$ cat src/rtl/pwr_fault_pkg.sv
package pwr_fault_pkg;
  // Trip paths that share one propagation stage each
  localparam int PATH_INV = 0;
  localparam int PATH_PFC = 1;
  localparam int NPATH    = 2;

  typedef logic [NPATH-1:0] path_vec_t;
endpackage

$ cat src/rtl/pfs_blank.sv
// Consecutive-sample qualifier: output high once trip_i has been sampled
// high on CYC consecutive clocks, and for as long as it stays high.
module pfs_blank #(
  parameter int CYC = 18
) (
  input  logic clk,
  input  logic rst,
  input  logic trip_i,
  output logic qual_o
);
  localparam int CW = $clog2(CYC + 1);
  localparam logic [CW-1:0] LAST = CW'(CYC - 1);

  logic [CW-1:0] run_q;

  always_ff @(posedge clk) begin
    if (rst) begin
      run_q  <= '0;
      qual_o <= 1'b0;
    end else begin
      if (!trip_i)
        run_q <= '0;
      else if (run_q != LAST)
        run_q <= run_q + 1'b1;
      qual_o <= trip_i && (run_q == LAST);
    end
  end
endmodule

$ cat src/rtl/pfs_delay.sv
// Fixed-latency delay of a level by DEPTH clocks.
module pfs_delay #(
  parameter int DEPTH = 35
) (
  input  logic clk,
  input  logic rst,
  input  logic d_i,
  output logic q_o
);
  logic [DEPTH-1:0] sr_q;

  generate
    if (DEPTH == 1) begin : g_one
      always_ff @(posedge clk) begin
        if (rst) sr_q <= '0;
        else     sr_q <= d_i;
      end
    end else begin : g_many
      always_ff @(posedge clk) begin
        if (rst) sr_q <= '0;
        else     sr_q <= {sr_q[DEPTH-2:0], d_i};
      end
    end
  endgenerate

  assign q_o = sr_q[DEPTH-1];
endmodule

$ cat src/rtl/pfs_hyst.sv
// Two-level supply qualifier: low flag dominates, neither flag holds state.
module pfs_hyst (
  input  logic clk,
  input  logic rst,
  input  logic above_i,
  input  logic below_i,
  output logic ok_o
);
  always_ff @(posedge clk) begin
    if (rst)          ok_o <= 1'b0;
    else if (below_i) ok_o <= 1'b0;
    else if (above_i) ok_o <= 1'b1;
  end
endmodule

$ cat src/rtl/pfs_clear.sv
// Fault latch with restartable clearance countdown.
module pfs_clear #(
  parameter int CYC = 100000
) (
  input  logic clk,
  input  logic rst,
  input  logic cause_i,
  output logic fault_o
);
  localparam int CW = $clog2(CYC + 1);
  localparam logic [CW-1:0] LAST = CW'(CYC - 1);

  logic [CW-1:0] cnt_q;

  always_ff @(posedge clk) begin
    if (rst) begin
      fault_o <= 1'b1;
      cnt_q   <= '0;
    end else if (cause_i) begin
      fault_o <= 1'b1;
      cnt_q   <= '0;
    end else if (fault_o) begin
      if (cnt_q == LAST) begin
        fault_o <= 1'b0;
        cnt_q   <= '0;
      end else begin
        cnt_q <= cnt_q + 1'b1;
      end
    end
  end
endmodule

$ cat src/rtl/pwr_fault_sup.sv
module pwr_fault_sup
  import pwr_fault_pkg::*;
#(
  parameter int BLANK_CYC = 18,
  parameter int PROP_CYC  = 35,
  parameter int CLR_CYC   = 100000
) (
  input  logic clk,
  input  logic rst,
  input  logic inv_oc_i,
  input  logic pfc_oc_i,
  input  logic uv_rise_i,
  input  logic uv_fall_i,
  output logic flt_oe_o,
  output logic flt_n_o,
  output logic gate_off_o,
  output logic pfc_off_o
);
  logic      pfc_qual;
  logic      inv_q;
  logic      supply_ok;
  logic      faulted;
  path_vec_t acc;
  path_vec_t rep;

  pfs_blank #(.CYC(BLANK_CYC)) u_blank (
    .clk(clk), .rst(rst), .trip_i(pfc_oc_i), .qual_o(pfc_qual)
  );

  pfs_hyst u_hyst (
    .clk(clk), .rst(rst), .above_i(uv_rise_i), .below_i(uv_fall_i), .ok_o(supply_ok)
  );

  assign acc[PATH_INV] = inv_oc_i;
  assign acc[PATH_PFC] = pfc_qual;

  generate
    for (genvar g = 0; g < NPATH; g++) begin : g_path
      pfs_delay #(.DEPTH(PROP_CYC)) u_dly (
        .clk(clk), .rst(rst), .d_i(acc[g]), .q_o(rep[g])
      );
    end
  endgenerate

  pfs_clear #(.CYC(CLR_CYC)) u_clear (
    .clk(clk), .rst(rst), .cause_i((|rep) | ~supply_ok), .fault_o(faulted)
  );

  always_ff @(posedge clk) begin
    if (rst) inv_q <= 1'b0;
    else     inv_q <= inv_oc_i;
  end

  assign flt_oe_o   = faulted;
  assign flt_n_o    = ~faulted;
  assign gate_off_o = faulted | inv_q;
  assign pfc_off_o  = faulted | pfc_qual;
endmodule

$ cat config.mk
export PLATFORM = sky130hd
export DESIGN_NAME = pwr_fault_sup
export DESIGN_NICKNAME = d
export VERILOG_FILES = /design/src/rtl/pwr_fault_pkg.sv /design/src/rtl/pfs_blank.sv /design/src/rtl/pfs_delay.sv /design/src/rtl/pfs_hyst.sv /design/src/rtl/pfs_clear.sv /design/src/rtl/pwr_fault_sup.sv
export SDC_FILE = /design/constraint.sdc
export NUM_CORES = 1
export LEC_CHECK = 0
export ABC_AREA = 1
export BUFFER_PORTS_ARGS = -buffer_cell sky130_fd_sc_hd__buf_2
export CORE_ASPECT_RATIO = 1.75
export CORE_UTILIZATION = 35
export CTS_BUF_LIST = sky130_fd_sc_hd__clkbuf_8 sky130_fd_sc_hd__clkbuf_16
export CTS_CLUSTER_SIZE = 25
export DETAILED_ROUTE_END_ITERATION = 12
export GPL_TIMING_DRIVEN = 1
export PLACE_DENSITY = 0.46
export SETUP_SLACK_MARGIN = 0.1
export SYNTH_ARGS = -nofsm -noshare
export SYNTH_HDL_FRONTEND = slang
export SYNTH_HIERARCHICAL = 1
export SYNTH_SLANG_ARGS = --single-unit
$ cat constraint.sdc
create_clock -name clk -period 2 [get_ports clk]
set_clock_uncertainty 0.15 [all_clocks]
set_input_delay 0.4 -clock clk [delete_from_list [all_inputs] [get_ports clk]]
set_output_delay 0.4 -clock clk [all_outputs]
set_load 0.03 [all_outputs]
==> Yosys cells after proc, flatten, opt, wreduce, memory -nomap -nowiden <==
Index checks and enable logic that the tools add are counted.
{ "word_totals": {"regBits": 96, "input_bits": 6, "word_cells": 27, "output_inout_bits": 4} }
{ "classes": {"bitwise_logic": 6, "eq_ne": 3, "reduce_logical": 5, "add_sub_neg": 2, "muxes": 3} }
{ "ops": {"columns": ["op", "count"], "rows": [
  ["17-bit by 1-bit adder with 17-bit output, second input constant", 1],
  ["17-bit equality test, second input constant", 1],
  ["17-bit two-way mux", 1],
  ["2-bit OR reduction", 4],
  ["5-bit by 1-bit adder with 5-bit output, second input constant", 1],
  ["5-bit equality test, second input constant", 1],
  ["5-bit inequality test, second input constant", 1],
  ["1-bit inverter", 3],
  ["1-bit OR", 3],
  ["1-bit two-way mux", 2],
  ["1-bit logical AND", 1]
]} }

==> Depth between registers and ports, before layout <==
Gate-level depths: netlist of run 1.
{ "depth": {"word_depth": 3, "depth_mapped": 9, "ltp_nobuf": 9} }

==> Modules after synthesis <==
Netlist of run 1, hierarchy kept.
{ "by_module_without_submodules": {"columns": ["module", "area_per_inst_um2", "seq_area_each_um2", "cells_per_inst", "instances"], "rows": [
  ["pfs_delay", 1013.5, 700.7, 109, 2],
  ["pfs_clear", 950.9, 360.3, 144, 1],
  ["pfs_blank", 302.8, 120.1, 41, 1],
  ["pwr_fault_sup", 51.3, 20.0, 8, 1],
  ["pfs_hyst", 38.8, 20.0, 6, 1]
]} }

==> Least setup slack after synthesis of run 1 <==
Ideal clock, no wire load.
{ "synth_timing": {"path_kind": "reg2reg", "start": "register u_clear.fault_o", "end": "register u_clear.cnt_q[13]", "n_path_buf": 1, "slack_ns": 0.417, "stages_incl_launch_ff": 9, "t_arrival_ns": 1.318, "setup_ns": 0.115, "synth_period_minus_slack_ns": 1.583, "t_required_ns": 1.735, "path_cell_list": "dfxtp_1 clkbuf_2 nand2_1 nor2_2 nand2_2 nor2_4 nand3_1 nand3_1 nor2_1"} }
{ "synth_lines": {"columns": ["item", "line", "rtl"], "rows": [
  ["start: declaration", "pfs_clear.sv:8", "output logic fault_o"],
  ["start signal: assignment", "pfs_clear.sv:17", "fault_o <= 1'b1;"],
  ["start signal: assignment", "pfs_clear.sv:20", "fault_o <= 1'b1;"],
  ["start signal: assignment", "pfs_clear.sv:24", "fault_o <= 1'b0;"],
  ["end signal: assignment", "pfs_clear.sv:27", "cnt_q <= cnt_q + 1'b1;"],
  ["end: declaration", "pfs_clear.sv:13", "logic [CW-1:0] cnt_q;"]
]} }

==> Final worst setup path of run 1 <==
{ "layout_timing": {"start": "register u_clear.fault_o", "end": "output flt_n_o"} }
{ "layout_via": {"elab_chain_cells": 1} }
{ "layout_lines": {"columns": ["item", "line", "rtl"], "rows": [
  ["1-bit inverter", "pwr_fault_sup.sv:55", "assign flt_n_o = ~faulted;"],
  ["end: declaration", "pwr_fault_sup.sv:15", "output logic flt_n_o,"]
]} }
No other way between the ends.

==> results of run 1 <==
-- cells in the final DEF, fill, tap and decap left out, types with 2 or more instances in the layout --
| cell | n |
|---|---|
| nor2_1 | 102 |
| dfxtp_1 | 95 |
| inv_1 | 92 |
| nand2_1 | 43 |
| nand3_1 | 21 |
| nor2_2 | 12 |
| clkbuf_16 | 9 |
| buf_2 | 9 |
| nand4_1 | 8 |
| a21oi_1 | 7 |
| nand2_2 | 4 |
| nor3_1 | 4 |
| inv_6 | 3 |
| buf_4 | 3 |
| xnor2_1 | 3 |
| ha_1 | 3 |
| xor2_1 | 3 |
| or2_1 | 2 |
| clkinv_4 | 2 |
| inv_2 | 2 |
| nor2_4 | 2 |
| o21ai_0 | 2 |
-- routing by layer --
layer | GRT usage | routed length [microns] | vias to the layer above
met5 | 0 | 0 | -
met4 | 0.0748 | 141 | 0
met3 | 0.0284 | 160 | 8
met2 | 0.192 | 2510 | 28
met1 | 0.140 | 2460 | 1019
li1 | - | - | 1242
-- cells in the mapped netlist --
cell type and count:
xnor2_1 3, o21bai_1 1, nand2_2 4, o21ai_0 2, ha_1 3, inv_1 92
inv_2 2, xor2_1 3, buf_6 8, nand2_1 43, or2_1 2, nor2_2 12
nor2_4 2, dfxtp_1 96, nor3_1 4, nor2_1 102, nand4_1 8, a21oi_1 7
clkbuf_1 1, nand3_1 21, clkbuf_2 1
-- worst max-delay path: cells and delay by family, from the launching register on --
family	cells	cell delay, ns
buffers and inverters	3	0.44
flip-flops	1	0.40
-- worst paths after layout --
kind | from | to | slack (ns)
max | u_clear/fault_o | flt_n_o | 0.26
min | inv_oc_i | g_path[0].u_dly/sr_q[0] | 0.13
max reg2reg | u_clear/cnt_q[1] | u_clear/cnt_q[9] | 0.36
min reg2reg | g_path[1].u_dly/sr_q[25] | g_path[1].u_dly/sr_q[26] | 0.25
-- layout make-up --
type                       instances  area (sq um)  area share
clock buffer                       9           225      0.0596
clock inverter                     7          60.1      0.0159
tap                              122           153      0.0404
sequential                        96          1920       0.509
inverter                          94           353      0.0934
multi-input combinational        217           997       0.264
timing repair buffer              12          67.6      0.0179
-- state kept, by name, summed over array words and instances, names as in the netlist --
signal and cells:
u_blank/run_q 5, u_clear/cnt_q 17, u_blank/qual_o 1, g_path.u_dly/sr_q 70, u_hyst/ok_o 1, inv_q 1
u_clear/fault_o 1
-- logic make-up (layout without fill, tap and decap cells) --
| group | after synthesis | in the layout | share of synthesized area |
|---|---|---|---|
| buf+inv | 104 | 122 | 0.134 |
| simple gates | 198 | 198 | 0.254 |
| fa+ha+maj | 3 | 3 | 0.0111 |
| xor+xnor | 6 | 6 | 0.0156 |
| flops | 96 | 96 | 0.570 |
| compound gates | 10 | 10 | 0.0156 |
-- per-stage QoR --
step	worst slack (ns)	instance area (sq um)	power (mW)	hold slack, ns	utilization
3_5_place_dp	0.322	3490	2.03	0.242	0.371
6_report	0.261	3780	3.60	0.133	0.402
2_1_floorplan	0.417	3370	2.02	0.238	-
5_1_grt	0.173	3780	3.76	0.132	0.402
4_1_cts	0.126	3780	3.68	0.122	0.401
3_3_place_gp	0.363	3490	2.03	0.239	0.371
-- power groups by stage --
stage	registers (mW)	logic (mW)	clock network, mW
2_1_floorplan	1.97	0.0538	0
3_3_place_gp	1.97	0.0585	0
3_5_place_dp	1.97	0.0587	0
4_1_cts	1.92	0.0590	1.69
5_1_grt	1.92	0.0669	1.77
6_report	1.92	0.0568	1.62
-- timing repair --
item,CTS,global route
setup endpoints to repair,0,2
setup buffers,0,0
endpoints found under the hold margin,0,0
resized for setup,0,1
==> results.txt, run 1 <==
Status = finished, final reports clean
Yosys cell types = 21
Syn. warnings = 6
Data arrival, critical path = 1.19 ns
Final Critical Period = 1.74 ns
DR iter-0 viols = 101
DR pass1 iterations = 4
Initial antenna violation count = 0
Synthesized area = 3370 sq um
Hold Buf Count CTS = 0
Global placement routability congestion = 0.768
Crit share post-route = 0.869
Slew Limit Fails = 0
Sw power = 0.799 mW
Worst setup path class = flop to primary output
Placed insts = 541
Max transition margin = 0.681
Crit-path max cell delay = 0.40 ns
Share of cells above drive strength 1 = 0.113
Top cell type's share of synthesized area = 0.570
Synth Register Bits = 96
Die X = 76.2 microns
Crit-path cells = buf_4 > inv_1 > buf_2
Crit start category = flop
Overall Global Routing Usage = 0.118
Max FO, Critical Path = 13
Clock-pin slew on the worst setup and hold paths = 0.07 ns
Sink Count = 96
Post-Route WL = 5270 microns
Core Region = 9410 sq um
Largest net degree at the start of global routing = 49
Leading area contributor after synthesis = dfxtp_1
Hold Path Depth = 3
Setup TNS = 0 ns
Synth Instances = 417
Avg WL per Cell = 9.47 microns
Worst min-delay path category = input port to flop
Via density = 4.12
Share of total power in combinational logic = 0.016
Via count of the first global-routing pass = 2,129
Reg power frac = 0.534
Setup-failing EPs final = 0
Syn Area/Cell = 8.08 sq um
F_max = 0.575 GHz
Die area = 10,000 sq um
Num CTS Buffers = 9
CTS Buffer Depth = 2
H-tree depth = 3
Power Dens Cells = 953 nW/um^2
CP Capture Type = primary output
CTS tree = built
Worst skew pair latency = 0.34 ns
Non-Filler Instances = 557
Vias = 2,297
CP required = 1.45 ns
Pint = 2.80 mW
Fin. Hold Viols = 0
Max VDD drop = 481 uV
IO buf count = 9
# diodes = 0
Critical path's slowest cell = dfxtp_2
Syn nets = 426
DRT antenna net count = 0
Area contributors post-synth = dfxtp_1 (57%), nor2_1 (11%), inv_1 (10%)
Switching share of power = 0.222
Cell row count = 47
Seq/Total Area, Yosys = 0.570
Global route overflow = 0
Worst Max-Slew Pin Slew = 0.478 ns
DRC viols = 0
Leak = 1.42 nW
Ports = 10
Global-route wire length before repair = 9380 microns
Initial Utilization = 0.358
Layout Nets = 439
Cell chosen for the clock root = clkbuf_16
MaxCap Viol Count = 0
Clock share of power = 0.450
Area growth syn-to-layout = 12.1%
Worst R2R Path Depth = 6
Unrepaired setup endpoints after global routing = false
Die Y = 132 microns
DP Wirelength = 3620 microns
Fillers = 1,010
No activity file was read; power rests on OpenSTA's default activity.
==> run 2, diff against run 1 <==
- SLEW_MARGIN: default -> 20
- clock period: 2 -> 2.06 ns (I/O delays scaled with it)
==> results.txt, run 2 (synthesis results as in run 1) <==
Core Region = 9410 sq um
CTS tree = built
Crit-path cells = buf_4 > buf_2
Via count of the first global-routing pass = 2,136
Overall Global Routing Usage = 0.121
Reg-to-Reg End = u_clear/cnt_q[10]
DRT antenna net count = 0
CP Capture Type = primary output
Status = finished, final reports clean
Post-Route WL = 5350 microns
DR pass1 iterations = 4
End of the critical path = flt_oe_o
Die area = 10,000 sq um
Max transition margin = 0.693
Share of cells above drive strength 1 = 0.108
Worst skew pair latency = 0.34 ns
Fin. Hold Viols = 0
Reg2reg start = u_clear/cnt_q[1]
H-tree depth = 3
Via density = 4.13
Max VDD drop = 670 uV
Cell row count = 47
Initial antenna violation count = 0
Crit start category = flop
Setup TNS = 0 ns
Global placement routability congestion = 0.789
Sink Count = 96
R2R setup slack = 0.43 ns
CTS Buffer Depth = 2
Worst min-delay path category = input port to flop
Register with the most flip-flops = g_path.u_dly/sr_q
Avg WL per Cell = 9.61 microns
Num CTS Buffers = 9
# diodes = 0
PostCTS Resize Cnt = 0
Slew Limit Fails = 0
Layout Nets = 439
Power Dens Cells = 946 nW/um^2
Post-CTS setup buffer count = 0
Max reg flops = 70
Leak = 1.43 nW
Data arrival, critical path = 1.21 ns
Crit-path max cell delay = 0.39 ns
Hold Buf Count CTS = 0
Die X = 76.2 microns
Final Critical Period = 1.77 ns
Unrepaired setup endpoints after global routing = false
DRC viols = 0
Area growth syn-to-layout = 12.7%
Global-route wire length before repair = 9300 microns
Initial Utilization = 0.358
Ports = 10
Die Y = 132 microns
Worst R2R Path Depth = 6
Crit share post-route = 0.861
DP Wirelength = 3640 microns
Tot Pwr = 3.59 mW
Most frequent cells in the layout = nor2_1 (102), dfxtp_1 (96), inv_1 (93)
Largest registers = g_path.u_dly/sr_q x70, u_clear/cnt_q x17, u_blank/run_q x5
IO buf count = 9
CP required = 1.50 ns
Worst Max-Slew Pin Slew = 0.460 ns
Largest net degree at the start of global routing = 47
Cell chosen for the clock root = clkbuf_16
F_max = 0.564 GHz
Commonest non-fill, non-tap cell in the layout = nor2_1
Crit path from = u_clear/fault_o
Critical path's slowest cell = dfxtp_1
Hold_ws = 0.142 ns
MaxCap Viol Count = 0
DR iter-0 viols = 91
Clock-pin slew on the worst setup and hold paths = 0.06 ns
Global route overflow = 0
Worst setup path class = flop to primary output
Setup-failing EPs final = 0
Max FO, Critical Path = 16
Vias = 2,298
==> run 2: how the worst min path moves through the flow <==
stage	startpoint	cells after the start	slack [ns]	end
finish	inv_oc_i	3	0.14	g_path[0].u_dly/sr_q[0]
global placement	g_path[1].u_dly/sr_q[7]	2	0.24	g_path[1].u_dly/sr_q[8]
floorplan	g_path[0].u_dly/sr_q[9]	2	0.24	g_path[0].u_dly/sr_q[10]
global route	inv_oc_i	3	0.14	g_path[0].u_dly/sr_q[0]
detailed placement	g_path[0].u_dly/sr_q[11]	2	0.24	g_path[0].u_dly/sr_q[12]
CTS	inv_oc_i	3	0.13	g_path[0].u_dly/sr_q[0]
==> run 2: layout make-up <==
type | instances | area [sq um]
well taps | 122 | 153
flip-flops and latches | 96 | 1920
multi-input cells | 217 | 997
fillers | 1012 | 5610
clock buffers | 10 | 239
repair buffers | 12 | 67.6
inverters | 94 | 353
clock inverters | 6 | 67.6
==> run 2: layer usage <==
layer | global-route usage | routed length [microns] | vias to the layer above
met5 | 0 | 0 | -
met4 | 0.0769 | 166 | 0
met3 | 0.0374 | 219 | 10
met2 | 0.199 | 2500 | 35
met1 | 0.134 | 2470 | 1015
li1 | - | - | 1238
==> run 2: per-stage QoR <==
step / util / setup WS, ns / std cells / cell area, sq um
finish: 0.404 / 0.286 / 557 / 3800
global placement: 0.371 / 0.427 / 541 / 3490
CTS: 0.404 / 0.272 / 557 / 3800
floorplan: - / 0.477 / 417 / 3370
global route: 0.404 / 0.207 / 557 / 3800
detailed placement: 0.371 / 0.401 / 541 / 3490
==> run 2: report_power, final <==
group	total (mW)	switching (mW)	internal (mW)
clock	1.67	0.693	0.977
sequential	1.87	0.00483	1.86
combinational	0.0547	0.0396	0.0151
==> run 2: critical path: cells and delay by family (launching register included) <==
family	cells	cell delay (ns)
buffers and inverters	2	0.48
DFF	1	0.39
